File: src/rtl/rxring_pkg.sv
package rxring_pkg;

   localparam int BSZ_W   = 11;
   localparam int OWN_B   = 31;
   localparam int FL_LO   = 16;
   localparam int DE_B    = 14;
   localparam int FS_B    = 9;
   localparam int LS_B    = 8;
   localparam int FT_B    = 5;
   localparam int B1_LO   = 0;
   localparam int B2_LO   = 11;
   localparam int CHAIN_B = 24;
   localparam int RING_B  = 25;
   localparam int NOIRQ_B = 31;

   typedef enum logic [2:0] {
      PS_STOP  = 3'd0,
      PS_FETCH = 3'd1,
      PS_WAIT  = 3'd3,
      PS_SUSP  = 3'd4,
      PS_CLOSE = 3'd5,
      PS_XFER  = 3'd7
   } pstate_e;

   typedef enum logic [2:0] {
      S_IDLE, S_FETCH, S_XFER, S_WB, S_DRAIN
   } fsm_e;

endpackage

File: src/rtl/rxring_next_ptr.sv
module rxring_next_ptr #(
   parameter int ADDR_W = 32,
   parameter int STRIDE = 16
) (
   input  logic [ADDR_W-1:0] cur,
   input  logic [ADDR_W-1:0] base,
   input  logic [ADDR_W-1:0] link,
   input  logic              ring_end,
   input  logic              chained,
   output logic [ADDR_W-1:0] nxt
);
   localparam logic [ADDR_W-1:0] STEP = ADDR_W'(STRIDE);

   always_comb begin
      if (ring_end)     nxt = base;
      else if (chained) nxt = link;
      else              nxt = cur + STEP;
   end
endmodule

File: src/rtl/rxring_stat_pack.sv
module rxring_stat_pack
   import rxring_pkg::*;
#(
   parameter int LEN_W = 14
) (
   input  logic [LEN_W-1:0] count,
   input  logic             first,
   input  logic             last,
   input  logic             bad,
   input  logic             flush,
   output logic [31:0]      word
);
   always_comb begin
      word = '0;
      word[FL_LO +: LEN_W] = count;
      word[LS_B] = last;
      if (bad) begin
         word[DE_B] = ~flush;
      end else begin
         word[FT_B] = 1'b1;
         word[FS_B] = first;
      end
   end
endmodule

File: src/rtl/rxring_lane_steer.sv
module rxring_lane_steer #(
   parameter int LANES = 4
) (
   input  logic [$clog2(LANES)-1:0] lane,
   input  logic                     full,
   input  logic [7:0]               byte_in,
   input  logic [8*LANES-1:0]       word_in,
   output logic [LANES-1:0]         be,
   output logic [8*LANES-1:0]       wdata
);
   for (genvar k = 0; k < LANES; k++) begin : g_lane
      assign be[k] = full | (lane == ($clog2(LANES))'(k));
      assign wdata[8*k +: 8] = full ? word_in[8*k +: 8] : byte_in;
   end
endmodule

File: src/rtl/rxring_dma.sv
module rxring_dma
   import rxring_pkg::*;
#(
   parameter int ADDR_W = 32,
   parameter int LEN_W  = 14,
   parameter int STRIDE = 16
) (
   input  logic              clk,
   input  logic              rst_n,
   input  logic [ADDR_W-1:0] base_addr,
   input  logic              frm_valid,
   input  logic [LEN_W-1:0]  frm_len,
   output logic              frm_ready,
   input  logic              byte_valid,
   input  logic [7:0]        byte_data,
   output logic              byte_ready,
   output logic              mem_req,
   output logic              mem_we,
   output logic [ADDR_W-1:0] mem_addr,
   output logic [3:0]        mem_be,
   output logic [31:0]       mem_wdata,
   input  logic              mem_gnt,
   input  logic [31:0]       mem_rdata,
   input  logic              ri_clr,
   input  logic              ru_clr,
   input  logic              flush_clr,
   output logic [ADDR_W-1:0] cur_desc,
   output logic [ADDR_W-1:0] cur_buf,
   output logic              ri,
   output logic              ru,
   output logic              flush,
   output logic [2:0]        proc_state
);
   localparam int REM_W = LEN_W + 1;

   if (LEN_W > 14 || LEN_W < BSZ_W + 1) begin : g_bad_len
      $error("LEN_W must lie between BSZ_W+1 and 14");
   end
   if (ADDR_W < 8 || ADDR_W > 32) begin : g_bad_addr
      $error("ADDR_W must lie between 8 and 32");
   end
   if (STRIDE < 16 || (STRIDE % 4) != 0) begin : g_bad_stride
      $error("STRIDE must be a word multiple of at least 16");
   end

   fsm_e              st_q;
   pstate_e           pst_q;
   logic [ADDR_W-1:0] ptr_q, buf_q, w2_q, w3_q;
   logic [31:0]       w1_q;
   logic [1:0]        widx_q;
   logic              own_q, first_q, last_q, bad_q;
   logic [REM_W-1:0]  rem_q, cnt_q;
   logic              bsel_q;
   logic [BSZ_W-1:0]  boff_q;
   logic              ri_q, ru_q, flush_q;

   logic [BSZ_W-1:0]  blen;
   logic [ADDR_W-1:0] baddr, nxt_ptr;
   logic              room, data_left;
   logic [31:0]       stat_word, steer_wdata;
   logic [3:0]        steer_be;

   assign blen      = bsel_q ? w1_q[B2_LO +: BSZ_W] : w1_q[B1_LO +: BSZ_W];
   assign baddr     = bsel_q ? w3_q : w2_q;
   assign room      = (boff_q != blen);
   assign data_left = (rem_q != '0);

   rxring_next_ptr #(.ADDR_W(ADDR_W), .STRIDE(STRIDE)) u_next (
      .cur(ptr_q), .base(base_addr), .link(w3_q),
      .ring_end(w1_q[RING_B]), .chained(w1_q[CHAIN_B]), .nxt(nxt_ptr)
   );

   rxring_stat_pack #(.LEN_W(LEN_W)) u_stat (
      .count(cnt_q[LEN_W-1:0]), .first(first_q), .last(last_q),
      .bad(bad_q), .flush(flush_q), .word(stat_word)
   );

   rxring_lane_steer #(.LANES(4)) u_steer (
      .lane(mem_addr[1:0]), .full(st_q != S_XFER), .byte_in(byte_data),
      .word_in(stat_word), .be(steer_be), .wdata(steer_wdata)
   );

   always_comb begin
      mem_req    = 1'b0;
      mem_we     = 1'b0;
      mem_addr   = '0;
      byte_ready = 1'b0;
      unique case (st_q)
         S_FETCH: begin
            mem_req  = 1'b1;
            mem_addr = ptr_q + ADDR_W'({widx_q, 2'b00});
         end
         S_XFER: begin
            mem_req    = byte_valid & room & data_left;
            mem_we     = 1'b1;
            mem_addr   = baddr + ADDR_W'(boff_q);
            byte_ready = mem_req & mem_gnt;
         end
         S_WB: begin
            mem_req  = 1'b1;
            mem_we   = 1'b1;
            mem_addr = ptr_q;
         end
         S_DRAIN: byte_ready = data_left;
         default: ;
      endcase
   end

   assign mem_be     = steer_be;
   assign mem_wdata  = steer_wdata;
   assign frm_ready  = (st_q == S_IDLE);
   assign cur_desc   = ptr_q;
   assign cur_buf    = buf_q;
   assign ri         = ri_q;
   assign ru         = ru_q;
   assign flush      = flush_q;
   assign proc_state = pst_q;

   always_ff @(posedge clk or negedge rst_n) begin
      if (!rst_n) begin
         st_q <= S_IDLE;   pst_q <= PS_STOP;
         ptr_q <= '0;      buf_q <= '0;   w1_q <= '0;  w2_q <= '0;  w3_q <= '0;
         widx_q <= '0;     own_q <= 1'b0; first_q <= 1'b0;
         last_q <= 1'b0;   bad_q <= 1'b0;
         rem_q <= '0;      cnt_q <= '0;   bsel_q <= 1'b0; boff_q <= '0;
         ri_q <= 1'b0;     ru_q <= 1'b0;  flush_q <= 1'b0;
      end else begin
         if (ri_clr)    ri_q <= 1'b0;
         if (flush_clr) flush_q <= 1'b0;
         if (ru_clr) begin
            ru_q <= 1'b0;
            if (pst_q == PS_SUSP) pst_q <= PS_WAIT;
         end
         unique case (st_q)
            S_IDLE: if (frm_valid) begin
               rem_q   <= REM_W'(frm_len) + REM_W'(4);
               cnt_q   <= '0;
               first_q <= 1'b1;
               bad_q   <= 1'b0;
               widx_q  <= '0;
               if (ptr_q == '0) ptr_q <= base_addr;
               st_q  <= S_FETCH;
               pst_q <= PS_FETCH;
            end
            S_FETCH: if (mem_gnt) begin
               widx_q <= widx_q + 2'd1;
               unique case (widx_q)
                  2'd0: own_q <= mem_rdata[OWN_B];
                  2'd1: w1_q  <= mem_rdata;
                  2'd2: w2_q  <= mem_rdata[ADDR_W-1:0];
                  default: w3_q <= mem_rdata[ADDR_W-1:0];
               endcase
               if (widx_q == 2'd3) begin
                  if (own_q) begin
                     st_q   <= S_XFER;
                     pst_q  <= PS_XFER;
                     bsel_q <= 1'b0;
                     boff_q <= '0;
                     buf_q  <= w2_q;
                  end else if (first_q) begin
                     ru_q  <= 1'b1;
                     ri_q  <= 1'b1;
                     pst_q <= PS_SUSP;
                     st_q  <= S_DRAIN;
                  end else begin
                     bad_q  <= 1'b1;
                     last_q <= 1'b1;
                     pst_q  <= PS_CLOSE;
                     st_q   <= S_WB;
                  end
               end
            end
            S_XFER: begin
               if (!data_left) begin
                  last_q <= 1'b1;
                  pst_q  <= PS_CLOSE;
                  st_q   <= S_WB;
               end else if (!room) begin
                  if (!bsel_q && !w1_q[CHAIN_B]) begin
                     bsel_q <= 1'b1;
                     boff_q <= '0;
                     buf_q  <= w3_q;
                  end else begin
                     last_q <= 1'b0;
                     st_q   <= S_WB;
                  end
               end else if (mem_req && mem_gnt) begin
                  boff_q <= boff_q + BSZ_W'(1);
                  rem_q  <= rem_q - REM_W'(1);
                  cnt_q  <= cnt_q + REM_W'(1);
               end
            end
            S_WB: if (mem_gnt) begin
               ptr_q <= nxt_ptr;
               if (last_q) begin
                  flush_q <= 1'b1;
                  if (!w1_q[NOIRQ_B]) ri_q <= 1'b1;
                  pst_q <= PS_WAIT;
                  bad_q <= 1'b0;
                  st_q  <= data_left ? S_DRAIN : S_IDLE;
               end else begin
                  first_q <= 1'b0;
                  widx_q  <= '0;
                  pst_q   <= PS_FETCH;
                  st_q    <= S_FETCH;
               end
            end
            S_DRAIN: begin
               if (!data_left)      st_q  <= S_IDLE;
               else if (byte_valid) rem_q <= rem_q - REM_W'(1);
            end
            default: st_q <= S_IDLE;
         endcase
      end
   end

   AST_WB_NOT_OWNED: assert property (@(posedge clk) disable iff (!rst_n)
      (mem_req && mem_we && st_q == S_WB) |-> !mem_wdata[OWN_B]);
   AST_ONE_LANE: assert property (@(posedge clk) disable iff (!rst_n)
      (mem_req && mem_we && st_q == S_XFER) |-> $countones(mem_be) == 1);
   AST_BYTE_WITH_GRANT: assert property (@(posedge clk) disable iff (!rst_n)
      (byte_ready && st_q == S_XFER) |-> (mem_req && mem_we && mem_gnt));
   AST_RU_WITH_RI: assert property (@(posedge clk) disable iff (!rst_n)
      $rose(ru_q) |-> ri_q);
   AST_SUSP_NO_ACCESS: assert property (@(posedge clk) disable iff (!rst_n)
      (st_q == S_DRAIN) |-> !mem_req);
   AST_FETCH_ALIGNED: assert property (@(posedge clk) disable iff (!rst_n)
      (st_q == S_FETCH && mem_req) |-> (!mem_we && mem_addr[1:0] == 2'b00));

endmodule

File: config.mk
export PLATFORM = sky130hd
export DESIGN_NAME = rxring_dma
export DESIGN_NICKNAME = d
export VERILOG_FILES = /design/src/rtl/rxring_pkg.sv /design/src/rtl/rxring_next_ptr.sv /design/src/rtl/rxring_stat_pack.sv /design/src/rtl/rxring_lane_steer.sv /design/src/rtl/rxring_dma.sv
export SDC_FILE = /design/constraint.sdc
export NUM_CORES = 1
export LEC_CHECK = 0
export BUFFER_PORTS_ARGS = -buffer_cell sky130_fd_sc_hd__buf_2
export CAP_MARGIN = 10
export CORE_UTILIZATION = 30
export DETAILED_ROUTE_END_ITERATION = 10
export PLACE_DENSITY_LB_ADDON = 0.15
export SETUP_SLACK_MARGIN = 0.3
export SKIP_CTS_REPAIR_TIMING = 1
export SLEW_MARGIN = 20
export SYNTH_ARGS = -nofsm -noshare
export SYNTH_HDL_FRONTEND = slang
export SYNTH_SLANG_ARGS = --single-unit
export TNS_END_PERCENT = 100
File: constraint.sdc
create_clock -name clk -period 4.6 [get_ports clk]
set_input_delay 1.15 -clock clk [delete_from_list [all_inputs] [get_ports clk]]
set_output_delay 1.15 -clock clk [all_outputs]
set_load 0.05 [all_outputs]
# Yosys cells after proc, flatten, opt, wreduce, memory -nomap -nowiden
# Cells that the tools add are included.
# word_totals
register_bits	217
word_cells	219
# classes
add_sub_neg	8
eq_ne	35
muxes	117
bitwise_logic	9
reduce_logical	31
# ops
cell	count
32-bit 2-to-1 mux	12
15-bit 2-to-1 mux	10
32-bit one-hot mux with 2 select lines	2
32-bit one-hot mux with 3 select lines	1
11-bit 2-to-1 mux	8
3-bit 2-to-1 mux	19
15-bit one-hot mux with 3 select lines	1
1-bit 2-to-1 mux	42
7-bit AND reduction	5
2-bit inequality test, second input constant	17
32-bit by 11-bit adder with 32-bit output	1
32-bit by 4-bit adder with 32-bit output	1
32-bit by 5-bit adder with 32-bit output, second input constant	1
32-bit logical NOT	1
8-bit 2-to-1 mux	4
15-bit one-hot mux with 2 select lines	1
11-bit one-hot mux with 2 select lines	1
14-bit by 3-bit adder with 15-bit output, second input constant	1
15-bit by 1-bit adder with 15-bit output, second input constant	1
3-bit one-hot mux with 5 select lines	1
15-bit nonzero test	1
15-bit by 1-bit subtractor with 15-bit output, second input constant	1
2-bit 2-to-1 mux	6
3-bit inequality test, second input constant	4
29 further kinds	58

# Longest topological paths before layout
# Gate-level depths: netlist (run 1).
# logic_depth
word_depth	10
depth_mapped	17
depth_no_buf	11

# By module
# From an unflattened synthesis (run 1), not the netlist that was laid out.
# hier_totals
cells_unflattened	1594
hier_area_um2	14203.6
# by_module_without_submodules
mod	instances	cells_per_inst	area_each_um2	seq_area_each_um2
rxring_dma	1	1287	12299.3	5230.0
rxring_next_ptr	1	193	1191.1	0.0
rxring_lane_steer	1	81	473.0	0.0
rxring_stat_pack	1	33	240.2	0.0

# Worst setup path before layout (run 1)
# OpenSTA, ideal clock, no wires.
# synth_timing
path_type	register to output
startpoint	reg bsel_q
endpoint	out mem_addr[30]
arrival_time_ns	4.323
t_required_ns	3.450
path_slack_ns	-0.873
path_stages_with_launch	18
path_buffers	6
path_cell_list	dfrtp_1 -> buf_6 -> buf_8 -> buf_4 -> buf_1 -> buf_1 -> mux2_2 -> ha_1 -> inv_1 -> fa_1 -> nor2b_1 -> o2111ai_1 -> a21oi_1 -> o21ai_0 -> clkbuf_1 -> a2111oi_2 -> xor2_1 -> o22ai_1
# synth_via
elab_chain_len	3
# synth_lines
element	line	source
from (decl)	rxring_dma.sv:53	logic bsel_q;
from (signal assigned)	rxring_dma.sv:125	rem_q <= '0; cnt_q <= '0; bsel_q <= 1'b0; boff_q <= '0;
from (signal assigned)	rxring_dma.sv:157	bsel_q <= 1'b0;
from (signal assigned)	rxring_dma.sv:180	bsel_q <= 1'b1;
32-bit 2-to-1 mux	rxring_dma.sv:64	assign baddr = bsel_q ? w3_q : w2_q;
32-bit by 11-bit adder with 32-bit output	rxring_dma.sv:96	mem_addr = baddr + ADDR_W'(boff_q);
32-bit one-hot mux with 3 select lines	rxring_dma.sv:88	unique case (st_q)
to (decl)	rxring_dma.sv:19	output logic [ADDR_W-1:0] mem_addr,
# No other way between the ends.

# Worst setup path after layout (run 1)
# layout_timing
startpoint	reg bsel_q
endpoint	out mem_addr[15]
# Same word-level chain as after synthesis.

==> impl_metrics.json, run 1 <==
{
  "die_y_um": 213,
  "powerDensity_nw_per_um2": 766,
  "fin_crit_ns": 4.74,
  "n_antenna_cell": 0,
  "synth-seq-area-share_pct": 39.3,
  "grt_pass1_wl_mm": 75.0,
  "crit_path_max_fanout": 4,
  "synth_seq_cells": 209,
  "grt_max_degree": 97,
  "path_class": "register to primary output",
  "fmax_mhz": 211,
  "grt_pass1_vias": 11600,
  "antenna_found_initial": 1,
  "core_area_um2": 43500,
  "vias_per_cell": 5.25,
  "die_x_um": 213,
  "hold_violations": 0,
  "io_pins": 236,
  "h-tree-depth": 1,
  "gp_congestion": 0.897,
  "wire_per_inst_um": 21.8,
  "yosys_warnings": 0,
  "path_cells": "buf_12 > mux2i_4 > inv_2 > ha_4 > a21oi_4 > and4b_1 > o31a_1 > o31a_1 > o211ai_1 > xnor2_1 > a221o_2 > buf_2",
  "first_pass_iters": 5,
  "port_buffers": 235,
  "slowest_delay_ns": 0.44,
  "cp.depth": 12,
  "final_cell_mix": "210 x buf_2, 207 x dfrtp_1, 203 x nand2_1",
  "worstSetupEndpointType": "primary output",
  "drt-initial-drc-count": 947,
  "synth_edf_count": 0,
  "worstPathRequired_ns": 3.45,
  "nNetsFinal": 1840,
  "cpMaxStageDelayCell": "dfrtp_2",
  "setup_violations": 10,
  "worstRegToRegCells": 11,
  "cp.arrival_ns": 3.59,
  "drv_slew": 0,
  "synth.distinct_cells": 77,
  "path_common_cell": "o31a_1",
  "place_hpwl_mm": 38.0,
  "rsz0062_at_grt": "yes",
  "maxCapViolations": 0,
  "cpLargestDelayFamily": "compound AO/OA/AOI/OAI gates",
  "drtAntennaViolNets": 0,
  "power.leakage_uw": 0.00739,
  "cts.reportedPaths.clkPinSlew_ns": 0.06,
  "skew_ns": 0.0116,
  "drc": 0,
  "r2r_slack_ns": 1.51,
  "violations": "negative setup slack",
  "peakVddDrop_v": 0.000342,
  "grt_usage_pct": 22.1,
  "start_util_pct": 30.7,
  "layout_commonest_cell": "buf_2",
  "fin_ws_ns": -0.135,
  "fin_area_um2": 17200,
  "hp-class": "register to register",
  "synth_top_flop_cell": "dfrtp_1",
  "worst_setup_path_start_kind": "register",
  "slew_headroom_pct": 36.4,
  "clock_path_buffers": 3,
  "period_share_pct": 103,
  "area_delta_synth_final_pct": 29.0,
  "synth_cells": 1502,
  "worstMarginPinSlew_ns": 0.947,
  "die_area_um2": 45200,
  "placed_area_um2": 15600,
  "crit_buf_inv": 3,
  "numCtsBuffers": 28,
  "root_buffer": "clkbuf_16",
  "syn_area_um2": 13300,
  "clock_latency_ns": 0.57,
  "rows": 76,
  "timing.rr.end": "cur_buf[8]",
  "startpoint": "bsel_q",
  "synthArstFlopShare_pct": 100,
  "reg2reg_from": "bsel_q",
  "hold_slack_ns": 0.511,
  "vias": 12200,
  "finalWirelength_mm": 50.7,
  "cts_tree": "yes",
  "overflow": 0,
  "synth_fp_nets": 1622,
  "final_layout_size_suffix_gt1_share_pct": 32.0,
  "synth.avg_cell_area_um2": 8.87,
  "cp-endpoint": "mem_addr[15]",
  "status": "finished, violations left",
  "cts_sinks": 209
}
[metrics by stage]
step / std cells / util, % / TNS, ns / setup slack (ns) / total power (uW)
final: 2327 / 39.5 / -0.818 / -0.135 / 13200
after global routing: 2327 / 39.5 / -3.14 / -0.303 / 13900
after CTS: 2315 / 38.0 / -7.11 / -0.478 / 12800
after detailed placement: 2263 / 35.8 / 0 / 0.156 / 10500
after global placement: 2263 / 35.8 / 0 / 0.181 / 10400
after floorplan: 1502 / - / 0 / 0.0606 / 8370
[per-layer routing]
layer / share of wire, % / GRT usage [%]
met3: 4.5 / 2.78
met4: 1.8 / 4.39
met2: 42 / 32.3
met1: 52 / 34.4
met5: 0 / 0
[logic make-up (layout without fill, tap and decap cells)]
kind of cell / count (synthesis) / in the layout / share of synthesized area, %
compound gates: 328 / 328 / 15.0
fa+ha+maj: 26 / 26 / 2.55
xor+xnor: 108 / 108 / 7.10
buf+inv: 143 / 383 / 4.71
simple gates: 544 / 544 / 19.6
mux: 144 / 144 / 11.9
flops: 209 / 209 / 39.3
[worst min path at each step]
stage	startpoint	to	slack (ns)	cells after the start
finish	w1_q[2]	w1_q[2]	0.51	1
detailed placement	w1_q[2]	w1_q[2]	0.49	1
global route	w1_q[2]	w1_q[2]	0.52	1
floorplan	rem_q[11]	rem_q[11]	0.47	2
global placement	w1_q[1]	w1_q[1]	0.49	1
CTS	w1_q[2]	w1_q[2]	0.51	1
[state kept, by name, summed over array words and instances (netlist names)]
name and count:
cur_buf 32, cur_desc 32, w2_q 32, w3_q 32, w1_q 25, rem_q 15, cnt_q 14, boff_q 11
proc_state 3, st_q 3, widx_q 2, bad_q 1, bsel_q 1, first_q 1, flush 1, last_q 1
own_q 1, ri 1, ru 1
[cell type report]
type | instances | area [um2]
tap | 585 | 732
clock inverter | 15 | 189
sequential | 209 | 5230
inverter | 39 | 146
multi-input combinational | 1150 | 8240
fill | 4453 | 26300
timing repair buffer | 292 | 1880
clock buffer | 37 | 764
[cell usage after synthesis (all sizes together), types with 3 or more instances]
master / n / area (um2)
dfrtp: 209 / 5230
nand2: 205 / 769
nor2: 127 / 479
mux2: 110 / 1240
o21ai: 107 / 536
a21oi: 75 / 379
clkbuf: 59 / 223
xnor2: 59 / 517
xor2: 49 / 429
nand3: 46 / 230
buf: 45 / 258
a31oi: 41 / 257
inv: 39 / 146
mux2i: 34 / 340
o22ai: 28 / 175
nor3: 27 / 140
nor4: 26 / 188
ha: 24 / 300
nand4: 20 / 131
and3: 19 / 124
a211oi: 12 / 90.1
nand2b: 11 / 68.8
nor2b: 11 / 68.8
or3: 10 / 62.6
o211ai: 8 / 60.1
o21a: 8 / 67.6
and2: 7 / 43.8
and4: 6 / 52.6
o31ai: 6 / 45.0
or2: 6 / 37.5
o22a: 5 / 43.8
a21o: 4 / 30.0
and2b: 4 / 30.0
nor3b: 4 / 30.0
o221ai: 4 / 35.0
a22oi: 3 / 22.5
a31o: 3 / 26.3
and3b: 3 / 26.3
nand3b: 3 / 22.5
nand4b: 3 / 41.3
o31a: 3 / 26.3
[where the power goes]
group	leakage [uW]	switching, uW	internal, uW	total (uW)
clock network	0.000455	917	1350	2270
registers	0.00265	1030	2570	3600
logic	0.00428	4860	2430	7290
total	0.00739	6810	6350	13200
(Power assumes the default switching activity.)
==> run 2, diff against run 1 <==
==> constraint.sdc (replaced) <==
create_clock -name clk -period 4.6 [get_ports clk]
set_input_delay 1.15 -clock clk [delete_from_list [all_inputs] [get_ports clk]]
set_output_delay 1.15 -clock clk [all_outputs]
set_load 0.01 [all_outputs]
==> impl_metrics.json, run 2 (synthesis results as in run 1) <==
{
  "status": "finished, violations left",
  "violations": "negative setup slack",
  "grt_pass1_wl_mm": 74.6,
  "port_buffers": 235,
  "root_buffer": "clkbuf_16",
  "overflow": 0,
  "setup_violations": 5,
  "gp_congestion": 0.875,
  "place_hpwl_mm": 36.8,
  "skew_ns": 0.0141,
  "period_share_pct": 101,
  "die_y_um": 213,
  "drtAntennaViolNets": 0,
  "fill_cells": 4472,
  "powerDensity_nw_per_um2": 655,
  "numCtsBuffers": 27,
  "grt_usage_pct": 21.9,
  "placed_area_um2": 15200,
  "peakVddDrop_v": 0.000312,
  "cp.arrival_ns": 3.51,
  "fin_crit_ns": 4.66,
  "grt_pass1_vias": 11800,
  "fin_area_um2": 16600,
  "worstMarginPinSlew_ns": 0.908,
  "fin_ws_ns": -0.0599,
  "cts_tree": "yes",
  "layout_commonest_cell": "buf_2",
  "die_area_um2": 45200,
  "cts_sinks": 209,
  "grt_max_degree": 81,
  "drt-initial-drc-count": 893,
  "first_pass_iters": 5,
  "fmax_mhz": 215,
  "hold_slack_ns": 0.506,
  "totalPowerFinal_uw": 10900,
  "crit_path_max_fanout": 6,
  "worstRegToRegCells": 10,
  "cts.reportedPaths.clkPinSlew_ns": 0.06,
  "rows": 76,
  "antenna_found_initial": 2,
  "worst_setup_path_start_kind": "register",
  "start_util_pct": 30.7,
  "final_layout_size_suffix_gt1_share_pct": 30.5,
  "slew_headroom_pct": 39.5,
  "nNetsFinal": 1828,
  "vias_per_cell": 5.34,
  "power.leakage_uw": 0.00725,
  "die_x_um": 213,
  "core_area_um2": 43500,
  "io_pins": 236,
  "hold_violations": 0,
  "wire_per_inst_um": 21.8,
  "n_antenna_cell": 0,
  "final_cell_mix": "234 x buf_2, 208 x dfrtp_1, 204 x nand2_1",
  "rsz0062_at_grt": "yes",
  "clock_path_buffers": 3,
  "drv_slew": 0,
  "hold_depth": 1,
  "drc": 0,
  "hp-class": "register to register",
  "worstPathRequired_ns": 3.45,
  "h-tree-depth": 1,
  "maxCapViolations": 0,
  "worstSetupEndpointType": "primary output",
  "clock_latency_ns": 0.55,
  "finalWirelength_mm": 50.4,
  "vias": 12300,
  "path_class": "register to primary output",
  "area_delta_synth_final_pct": 24.9
}
## run 2: metal layers
layer	up-vias	track usage, %	part of all wire [%]
met2	435	35.5	47
met5	-	0	0.024
met3	82	3.53	6.1
met1	6081	29.9	44
met4	2	7.02	3.1
li1	5741	-	-
## run 2: cell type report
class                      instances  area, um2  share of cell area [%]
timing repair buffer             281       1670                    10.0
sequential                       209       5230                    31.4
clock inverter                    10        114                   0.684
tap                              585        732                    4.40
clock buffer                      37        783                    4.71
multi-input combinational       1150       7960                    47.9
inverter                          39        146                   0.880
## run 2: through the flow
step	setup TNS, ns	util [%]	setup slack, ns	cells
3_3_place_gp	0	34.9	0.377	2251
2_1_floorplan	0	-	0.203	1502
5_1_grt	-1.53	38.3	-0.200	2311
3_5_place_dp	0	34.9	0.331	2251
4_1_cts	-2.73	37.0	-0.285	2298
6_report	-0.147	38.3	-0.0599	2311
## run 2: power breakdown
group          total [uW]  switching (uW)  internal (uW)
combinational        5150            2990           2160
clock                2160             866           1300
sequential           3580            1020           2570
## run 2: final timing paths
kind | start | end | slack (ns)
setup / recovery | bsel_q | mem_addr[19] | -0.06
hold / removal | w1_q[19] | w1_q[19] | 0.51
setup reg to reg | st_q[0] | cur_buf[12] | 1.30
hold reg to reg | w1_q[19] | w1_q[19] | 0.51
max in group asynchronous | rst_n | w3_q[13] | 3.10
min in group asynchronous | rst_n | rem_q[0] | 0.54
## run 2: worst max-delay path: stages (launching register included)
cell and delay [ns]:
dfrtp_2 0.44, buf_12 0.15, mux2i_4 0.23, inv_2 0.06, ha_4 0.22, a21oi_4 0.14, and4b_1 0.23, o31a_1 0.35
o31a_1 0.29, buf_6 0.14, o211ai_1 0.18, xnor2_1 0.11, a22o_1 0.26, buf_2 0.14
==> run 3, diff against run 2 <==
RECOVER_POWER = 25   (was default)
==> impl_metrics.json, run 3 (synthesis results as in run 1) <==
{
  "cts_sinks": 209,
  "post-route-util_pct": 38.3,
  "p_seq_share_pct": 32.9,
  "power.leakage_uw": 0.00724,
  "start_util_pct": 30.7,
  "layout_commonest_cell": "buf_2",
  "internal_power_uw": 6020,
  "worstSetupEndpointType": "primary output",
  "min_from": "w1_q[19]",
  "hold_violations": 0,
  "wire_per_inst_um": 21.8,
  "peakVddDrop_v": 0.000312,
  "nNetsFinal": 1828,
  "fin_crit_ns": 4.66,
  "p_sw_uw": 4870,
  "drt-initial-drc-count": 900,
  "worstPathRequired_ns": 3.45,
  "startpoint": "bsel_q",
  "slew_headroom_pct": -127,
  "overflow": 0,
  "grt_usage_pct": 21.9,
  "drtAntennaViolNets": 0,
  "place_hpwl_mm": 36.8,
  "first_pass_iters": 7,
  "rows": 76,
  "finalWirelength_mm": 50.5,
  "rsz0062_at_grt": "yes",
  "hp-class": "register to register",
  "core_area_um2": 43500,
  "io_pins": 236,
  "drc": 0,
  "fmax_mhz": 215,
  "cp.arrival_ns": 3.51,
  "root_buffer": "clkbuf_16",
  "powerDensity_nw_per_um2": 656,
  "fin_ws_ns": -0.0599,
  "cts.reportedPaths.clkPinSlew_ns": 0.06,
  "area_delta_synth_final_pct": 24.8,
  "placed_area_um2": 15200,
  "crit_path_max_fanout": 6,
  "die_x_um": 213,
  "final_layout_size_suffix_gt1_share_pct": 30.4,
  "h-tree-depth": 1,
  "worstMarginPinSlew_ns": 3.41,
  "vias_per_cell": 5.34,
  "period_share_pct": 101,
  "clock_path_buffers": 3,
  "setup_violations": 5,
  "p_clk_share_pct": 19.9,
  "die_area_um2": 45200,
  "reg2reg_from": "st_q[0]",
  "final_cell_mix": "234 x buf_2, 208 x dfrtp_1, 204 x nand2_1",
  "numCtsBuffers": 27,
  "worst_setup_path_start_kind": "register",
  "vias": 12300,
  "die_y_um": 213,
  "status": "finished, violations left",
  "drv_slew": 58,
  "p_comb_share_pct": 47.3,
  "fin_area_um2": 16600,
  "maxCapViolations": 1,
  "gp_congestion": 0.875,
  "port_buffers": 235,
  "skew_ns": 0.0137,
  "grt_max_degree": 81,
  "switching_share_pct": 44.7,
  "n_antenna_cell": 0,
  "clock_latency_ns": 0.55,
  "path_class": "register to primary output",
  "violations": "max-capacitance violations, max-slew violations, negative setup slack",
  "grt_pass1_vias": 11800,
  "cts_tree": "yes",
  "antenna_found_initial": 2,
  "grt_pass1_wl_mm": 74.6
}
## run 3: cell types whose count changed in the layout (fill, tap and decap cells not counted), sizes merged
cell / change
buf: -2
clkbuf: +2
## run 3: metal layers
metal,GRT usage [%],share of wire (%),vias to the layer above
li1,-,-,5744
met1,29.9,44,6082
met2,35.5,47,435
met3,3.53,6.1,80
met4,7.02,3.1,2
met5,0,0.024,-
## run 3: critical path, stage by stage, from the launching register on
cell and delay, ns:
dfrtp_2 0.44, buf_12 0.15, mux2i_4 0.23, inv_2 0.06, ha_4 0.22, a21oi_4 0.14, and4b_1 0.23, o31a_1 0.35
o31a_1 0.29, buf_6 0.14, o211ai_1 0.18, xnor2_1 0.11, a22o_1 0.26, buf_2 0.14
## run 3: final cells by class
cell class                      count  area [um2]
Inverter                           39         146
Clock inverter                     10         114
Timing Repair Buffer              281        1660
Tap cell                          585         732
Clock buffer                       37         783
Sequential cell                   209        5230
Fill cell                        4473       26800
Multi-Input combinational cell   1150        7960
## run 3: final timing paths
kind / cells past startpoint / slack [ns] / end
hold / removal: 1 / 0.51 / w1_q[19]
hold reg to reg: 1 / 0.51 / w1_q[19]
setup reg to reg: 10 / 1.30 / cur_buf[12]
max in group asynchronous: 2 / 0.71 / cur_desc[25]
min in group asynchronous: 1 / 1.76 / rem_q[0]
setup / recovery: 13 / -0.06 / mem_addr[19]
## run 3: per-stage QoR
stage	total power [uW]	hold WS (ns)	TNS [ns]	cells	setup slack (ns)
final	10900	0.506	-0.144	2311	-0.0599
after global routing	11600	0.516	-2.15	2311	-0.200
after CTS	10600	0.508	-2.73	2298	-0.285
after detailed placement	8390	0.494	0	2251	0.331
after floorplan	6480	0.470	0	1502	0.203
after global placement	8340	0.488	0	2251	0.377
## run 3: power groups by stage
| stage | sequential, uW | clock (uW) | combinational, uW |
|---|---|---|---|
| final | 3580 | 2160 | 5150 |
| after global routing | 3690 | 2290 | 5630 |
| after CTS | 3560 | 2220 | 4820 |
| after detailed placement | 3580 | 0 | 4810 |
| after global placement | 3570 | 0 | 4780 |
| after floorplan | 3200 | 0 | 3280 |
